==> src/rtl/remap_pkg.sv <==
package remap_pkg;

  // Kind of response produced for an accepted request
  typedef enum logic [1:0] {
    RK_PASS = 2'd0,
    RK_HIT  = 2'd1,
    RK_MISS = 2'd2
  } rsp_kind_e;

endpackage

==> src/rtl/remap_cam.sv <==
module remap_cam #(
  parameter int ENTRIES = 4,
  parameter int TAG_W   = 64,
  parameter int LIN_W   = 32
) (
  input  logic             clk,
  input  logic             rst_n,
  input  logic             clr,
  input  logic [TAG_W-1:0] lk_tag,
  output logic             lk_hit,
  output logic [LIN_W-1:0] lk_lin,
  input  logic             wr_en,
  input  logic [TAG_W-1:0] wr_tag,
  input  logic [LIN_W-1:0] wr_lin
);
  localparam int IDX_W = (ENTRIES > 1) ? $clog2(ENTRIES) : 1;
  localparam logic [IDX_W-1:0] LAST = IDX_W'(ENTRIES - 1);

  logic             vld_q [ENTRIES];
  logic [TAG_W-1:0] tag_q [ENTRIES];
  logic [LIN_W-1:0] lin_q [ENTRIES];
  logic [ENTRIES-1:0] hit_vec, wr_hit, wr_sel;
  logic [IDX_W-1:0] victim_q;
  logic wr_any;

  genvar gi;
  generate
    for (gi = 0; gi < ENTRIES; gi++) begin : g_ent
      assign hit_vec[gi] = vld_q[gi] && (tag_q[gi] == lk_tag);
      assign wr_hit[gi]  = vld_q[gi] && (tag_q[gi] == wr_tag);
      assign wr_sel[gi]  = wr_any ? wr_hit[gi] : (victim_q == IDX_W'(gi));

      always_ff @(posedge clk or negedge rst_n) begin
        if (!rst_n) begin
          vld_q[gi] <= 1'b0;
          tag_q[gi] <= '0;
          lin_q[gi] <= '0;
        end else if (clr) begin
          vld_q[gi] <= 1'b0;
        end else if (wr_en && wr_sel[gi]) begin
          vld_q[gi] <= 1'b1;
          tag_q[gi] <= wr_tag;
          lin_q[gi] <= wr_lin;
        end
      end
    end
  endgenerate

  assign wr_any = |wr_hit;
  assign lk_hit = |hit_vec;

  always_comb begin
    lk_lin = '0;
    for (int i = 0; i < ENTRIES; i++) begin
      if (hit_vec[i]) lk_lin = lk_lin | lin_q[i];
    end
  end

  always_ff @(posedge clk or negedge rst_n) begin
    if (!rst_n) begin
      victim_q <= '0;
    end else if (clr) begin
      victim_q <= '0;
    end else if (wr_en && !wr_any) begin
      victim_q <= (victim_q == LAST) ? '0 : victim_q + 1'b1;
    end
  end


  uniq_tag_chk: assert property (@(posedge clk) disable iff (!rst_n)
    $onehot0(hit_vec));


  inplace_keep_chk: assert property (@(posedge clk) disable iff (!rst_n)
    (wr_en && wr_any && !clr) |=> $stable(victim_q));


  victim_step_chk: assert property (@(posedge clk) disable iff (!rst_n)
    (wr_en && !wr_any && !clr && ENTRIES > 1) |=> (victim_q != $past(victim_q)));


  clr_empty_chk: assert property (@(posedge clk) disable iff (!rst_n)
    clr |=> !lk_hit);

endmodule

==> src/rtl/remap_alloc.sv <==
module remap_alloc #(
  parameter int LIN_W      = 32,
  parameter int WORD_BYTES = 8
) (
  input  logic             clk,
  input  logic             rst_n,
  input  logic             cfg_load,
  input  logic [LIN_W-1:0] cfg_base,
  input  logic [LIN_W-1:0] cfg_limit,
  input  logic             take,
  output logic [LIN_W-1:0] slot,
  output logic             full
);
  localparam logic [LIN_W-1:0] STEP = LIN_W'(WORD_BYTES);

  logic [LIN_W-1:0] ptr_q, limit_q;

  always_ff @(posedge clk or negedge rst_n) begin
    if (!rst_n) begin
      ptr_q   <= '0;
      limit_q <= '0;
    end else if (cfg_load) begin
      ptr_q   <= cfg_base;
      limit_q <= cfg_limit;
    end else if (take && !full) begin
      ptr_q <= ptr_q + STEP;
    end
  end

  assign slot = ptr_q;
  assign full = (ptr_q >= limit_q) || ((limit_q - ptr_q) < STEP);


  take_gate_chk: assert property (@(posedge clk) disable iff (!rst_n)
    take |-> !full);


  ptr_step_chk: assert property (@(posedge clk) disable iff (!rst_n)
    (take && !cfg_load) |=> (slot == $past(slot) + STEP));


  cfg_load_chk: assert property (@(posedge clk) disable iff (!rst_n)
    cfg_load |=> (slot == $past(cfg_base)));


  full_hold_chk: assert property (@(posedge clk) disable iff (!rst_n)
    (full && !cfg_load) |=> $stable(slot));

endmodule

==> src/rtl/enc_remap_top.sv <==
module enc_remap_top #(
  parameter int ENTRIES    = 4,
  parameter int ADDR_W     = 64,
  parameter int LIN_W      = 32,
  parameter int WORD_BYTES = 8
) (
  input  logic              clk,
  input  logic              rst_n,
  input  logic              req_valid,
  output logic              req_ready,
  input  logic              req_user,
  input  logic [ADDR_W-1:0] req_addr,
  output logic              rsp_valid,
  input  logic              rsp_ready,
  output logic              rsp_fault,
  output logic [ADDR_W-1:0] rsp_addr,
  input  logic              cfg_wr,
  input  logic              cfg_priv,
  input  logic [LIN_W-1:0]  cfg_base,
  input  logic [LIN_W-1:0]  cfg_limit,
  input  logic              inst_valid,
  input  logic              inst_priv,
  input  logic              inst_fresh,
  input  logic [ADDR_W-1:0] inst_tag,
  input  logic [LIN_W-1:0]  inst_lin,
  output logic [LIN_W-1:0]  next_slot,
  output logic              region_full
);
  import remap_pkg::*;

  logic             cfg_ok, inst_ok, take, accept, lk_hit;
  logic [LIN_W-1:0] lk_lin, wr_lin, slot;
  logic             full;
  rsp_kind_e        kind;

  logic              rv_q, rf_q;
  logic [ADDR_W-1:0] ra_q;

  assign cfg_ok  = cfg_wr && cfg_priv;
  assign inst_ok = inst_valid && inst_priv && !cfg_ok && (!inst_fresh || !full);
  assign take    = inst_ok && inst_fresh;
  assign wr_lin  = inst_fresh ? slot : inst_lin;

  remap_cam #(.ENTRIES(ENTRIES), .TAG_W(ADDR_W), .LIN_W(LIN_W)) cam_i (
    .clk(clk), .rst_n(rst_n), .clr(cfg_ok),
    .lk_tag(req_addr), .lk_hit(lk_hit), .lk_lin(lk_lin),
    .wr_en(inst_ok), .wr_tag(inst_tag), .wr_lin(wr_lin)
  );

  remap_alloc #(.LIN_W(LIN_W), .WORD_BYTES(WORD_BYTES)) alloc_i (
    .clk(clk), .rst_n(rst_n), .cfg_load(cfg_ok),
    .cfg_base(cfg_base), .cfg_limit(cfg_limit),
    .take(take), .slot(slot), .full(full)
  );

  assign next_slot   = slot;
  assign region_full = full;
  assign req_ready   = !rv_q || rsp_ready;
  assign accept      = req_valid && req_ready;

  always_comb begin
    if (!req_user)   kind = RK_PASS;
    else if (lk_hit) kind = RK_HIT;
    else             kind = RK_MISS;
  end

  always_ff @(posedge clk or negedge rst_n) begin
    if (!rst_n) begin
      rv_q <= 1'b0;
      rf_q <= 1'b0;
      ra_q <= '0;
    end else if (accept) begin
      rv_q <= 1'b1;
      unique case (kind)
        RK_PASS: begin rf_q <= 1'b0; ra_q <= req_addr; end
        RK_HIT:  begin rf_q <= 1'b0; ra_q <= ADDR_W'(lk_lin); end
        default: begin rf_q <= 1'b1; ra_q <= '0; end
      endcase
    end else if (rsp_ready) begin
      rv_q <= 1'b0;
    end
  end

  assign rsp_valid = rv_q;
  assign rsp_fault = rf_q;
  assign rsp_addr  = ra_q;


  sup_pass_chk: assert property (@(posedge clk) disable iff (!rst_n)
    (accept && !req_user) |=> (rsp_valid && !rsp_fault && rsp_addr == $past(req_addr)));


  user_narrow_chk: assert property (@(posedge clk) disable iff (!rst_n)
    (accept && req_user) |=> (rsp_addr[ADDR_W-1:LIN_W] == '0));


  miss_zero_chk: assert property (@(posedge clk) disable iff (!rst_n)
    (rsp_valid && rsp_fault) |-> (rsp_addr == '0));


  rsp_hold_chk: assert property (@(posedge clk) disable iff (!rst_n)
    (rsp_valid && !rsp_ready) |=> (rsp_valid && $stable(rsp_addr) && $stable(rsp_fault)));


  unpriv_slot_chk: assert property (@(posedge clk) disable iff (!rst_n)
    (inst_valid && !inst_priv && !cfg_ok) |=> $stable(next_slot));

endmodule

==> config.mk <==
export PLATFORM = sky130hd
export DESIGN_NAME = enc_remap_top
export DESIGN_NICKNAME = d
export VERILOG_FILES = /design/src/rtl/remap_pkg.sv /design/src/rtl/remap_cam.sv /design/src/rtl/remap_alloc.sv /design/src/rtl/enc_remap_top.sv
export SDC_FILE = /design/constraint.sdc
export NUM_CORES = 1
export LEC_CHECK = 0
export BUFFER_PORTS_ARGS = -buffer_cell sky130_fd_sc_hd__buf_4
export CORE_MARGIN = 4
export CORE_UTILIZATION = 49
export CTS_BUF_LIST = sky130_fd_sc_hd__clkbuf_4 sky130_fd_sc_hd__clkbuf_8
export CTS_CLUSTER_SIZE = 10
export DETAILED_ROUTE_END_ITERATION = 7
export HOLD_SLACK_MARGIN = 0.05
export PLACE_DENSITY = 0.69
export SLEW_MARGIN = 20
export SYNTH_ARGS = -nofsm -noshare
export SYNTH_HDL_FRONTEND = slang
export SYNTH_SLANG_ARGS = --single-unit
==> constraint.sdc <==
create_clock -name clk -period 9.2 [get_ports clk]
set_clock_uncertainty 0.15 [all_clocks]
set_input_delay 0 -clock clk [delete_from_list [all_inputs] [get_ports clk]]
set_output_delay 0 -clock clk [all_outputs]
set_load 0.05 [all_outputs]
==> results.md <==
- Status: finished, final reports clean
- Met2 routed WL: roughly 65 mm
- Sequential-to-total area share from yosys stat: 0.431
- Critical Path AT: roughly 6.3 ns
- Critical Path RT: 9.65 ns
- Via/cell ratio: around 6.5
- Vias in the first global route: ~30000
- Synthesized flop and latch total: 520
- Endpoints failing setup: 0
- RSZ-0062 raised after global routing: no
- Post-synth ARST share: 1.00
- Crit path max fanout: 12
- CTS Buf Count: 93
- Post-Syn Area: around 30000 um^2
- Final Max Slew Viols: 0
- Number of H-tree levels: 3
- Worst-path clk slew: 0.08 ns
- Routed metal-1 wirelength: between 50 and 60 mm
- Cts repair resizes: 0
- PortBufs: between 300 and 400
- Synthesized Nets: 3199
- EDFF count, synth: 0
- Gr usage total: 0.439
- Fin crit share: 0.634
- NumNets Final: 3904
- DIE AREA: between 60000 and 70000 um^2
- Synth area leader: dfrtp_1
- Initial Util: 0.497
- Row count: 90
- Sink Count: 520
- Max Cap Viol: 0
- Syn avg cell area: between 10 and 15 um^2
- Most frequent cells in the layout: 520 x dfrtp_1, 500 x dlygate4sd3_1, 354 x buf_4
- Longest Clk Path Bufs: 3
- Fin util: 0.659
- Grt total ovfl: 0
- Detailed Routing Iterations Pass 1: 8
- Hold Path Depth: 3
- Synthesized instance count: roughly 3000
- Layout cells sized above 1: 0.209
- Die extent in y: roughly 260 um
- Max-slew headroom: 0.165
- First-pass GRT wire length: 212 mm
- Post-DRT Antenna Nets: 0
- Synth top area share: 0.431
- Worst Setup Start Kind: register
- Number of warnings issued by yosys: 0
- Fill cell count: 4573
- Tmin final: 5.83 ns
- Largest net degree at the start of global routing: ~140
- Power per cell area: roughly 200 nW/um^2
- Depth of the worst register-to-register path: 14
- Total wire length: 149 mm
- I/O pins: 334
- WS Path Type: reg -> reg
- GPL Wtd Cong: roughly 1.1
- Uppermost layer routed: met5
- Antenna violations before repair: 18
- Die W: roughly 260 um
- # Post-CTS Setup Buffers: 0
- Unique masters post-synth: 75
- Ys flop type: dfrtp_1
- DR vias: a little under 30000
- CTS tree: done
- Maximum VDD drop: between 150 and 200 uV
- Layout area overhead: 32.6%
- DP HPWL: ~100 mm
- Hold Crit Class: in -> reg
- 1st-iter DRT viols: roughly 3700
- DR DRC count: 0
- Main area contributors after synthesis: dfrtp_1 43%, xnor2_1 6.5%, xor2_1 5.7%
- Leakage: roughly 0.018 uW
- Max Fclk: 0.171 GHz
- Post-DR wirelength/cell: between 30 and 40 um
- Clk_lat worst skew: around 0.74 ns
- Transition time of the tightest slew-check pin: 1.24 ns
- Root Driver: clkbuf_8
- Most common cell after layout, fill and taps aside: dfrtp_1
- Core area: between 60000 and 70000 um^2
- Setup TNS after final layout: 0 ns
- Final Hold Viols: 0
- Critical path endpoint category: register
- Met3 wire len: about 17 mm
## metrics by stage
stage / instances / power (uW) / area (um^2) / hold slack (ns) / setup WS [ns]
final: 4503 / 8220 / 40000 / 0.0882 / 3.37
after global routing: 4498 / 8470 / 40000 / 0.0606 / 3.26
after CTS: 4486 / 8080 / 39900 / 0.0512 / 3.46
after detailed placement: 3818 / 5470 / 32900 / -0.00256 / 3.89
after global placement: 3818 / 5450 / 32900 / -0.00909 / 3.92
after floorplan: 2928 / 4540 / 30200 / -0.446 / 4.58
## repair_timing
item                       CTS  global route
hold buffers               501             0
setup endpoints to repair    0             0
hold endpoints to repair   691             0
## worst paths after layout
path,slack [ns],to,start
hold / removal,0.09,cam_i.tag_q[17],inst_tag[17]
setup reg to reg,3.37,alloc_i.slot[25],alloc_i.slot[13]
min in group asynchronous,0.33,cam_i.tag_q[253],rst_n
max in group asynchronous,6.82,cam_i.tag_q[133],rst_n
hold reg to reg,0.34,rsp_addr[7],rsp_addr[7]
setup / recovery,3.37,alloc_i.slot[25],alloc_i.slot[13]
## registers in the layout (all words and copies together), names as in the netlist
signal	flops
alloc_i.slot	32
cam_i.vld_q	4
alloc_i.limit_q	32
cam_i.victim_q	2
cam_i.tag_q	256
rsp_fault	1
rsp_addr	64
cam_i.lin_q	128
rsp_valid	1
## routing by layer
layer  vias up  GRT usage
met5         -          0
met4        10      0.284
met3       627      0.139
met2      2185      0.668
met1     14473      0.542
li1      11824          -
## worst max-delay path: stages (launching register included)
cell           delay [ns]
dfrtp_1              0.45
inv_1                0.12
ha_1                 0.52
and4_1               0.28
nand3_1              0.10
a211o_1              0.31
o31ai_2              0.46
o31a_1               0.23
o21ai_0              0.15
inv_1                0.12
nand4_1              0.71
nor2_1               1.07
a31o_2               0.28
a31oi_1              0.09
dlygate4sd3_1        0.64
## kinds of logic (layout without fill, tap and decap cells)
kind of cell	after synthesis	count (layout)	share of synthesized area
buf+inv	410	1187	0.0565
simple gates	651	651	0.108
other cells	0	16	0
fa+ha+maj	37	37	0.0153
flops	520	520	0.431
mux	329	329	0.130
compound gates	559	559	0.136
xor+xnor	422	422	0.122
## cell type report
class,instances,area [um^2],area share
well taps,782,978,0.0244
multi-input cells,1998,15600,0.389
repair buffers,859,7760,0.194
flip-flops and latches,520,13000,0.325
diodes,16,40.0,0.00100
clock inverters,16,185,0.00463
inverters,161,604,0.0151
clock buffers,151,1870,0.0466
## power by group
part | leakage (uW) | switching [uW] | internal, uW
registers | 0.00661 | 485 | 2730
logic | 0.0105 | 1480 | 1090
clock network | 0.00109 | 1090 | 1350
total | 0.0182 | 3060 | 5170
## synth_stat cells, drive strengths merged, types with 36 or more instances
cell type / number
mux2i: 116
nand2: 238
o21ai: 103
clkbuf: 183
ha: 37
xnor2: 224
a21oi: 54
a221o: 37
inv: 161
xor2: 198
nor4: 87
dfrtp: 520
nand4: 93
nand3: 36
mux2: 213
a22o: 167
nor3: 40
buf: 66
o22ai: 64
nor2: 76
Note: power is estimated with default switching activity, not from simulation.
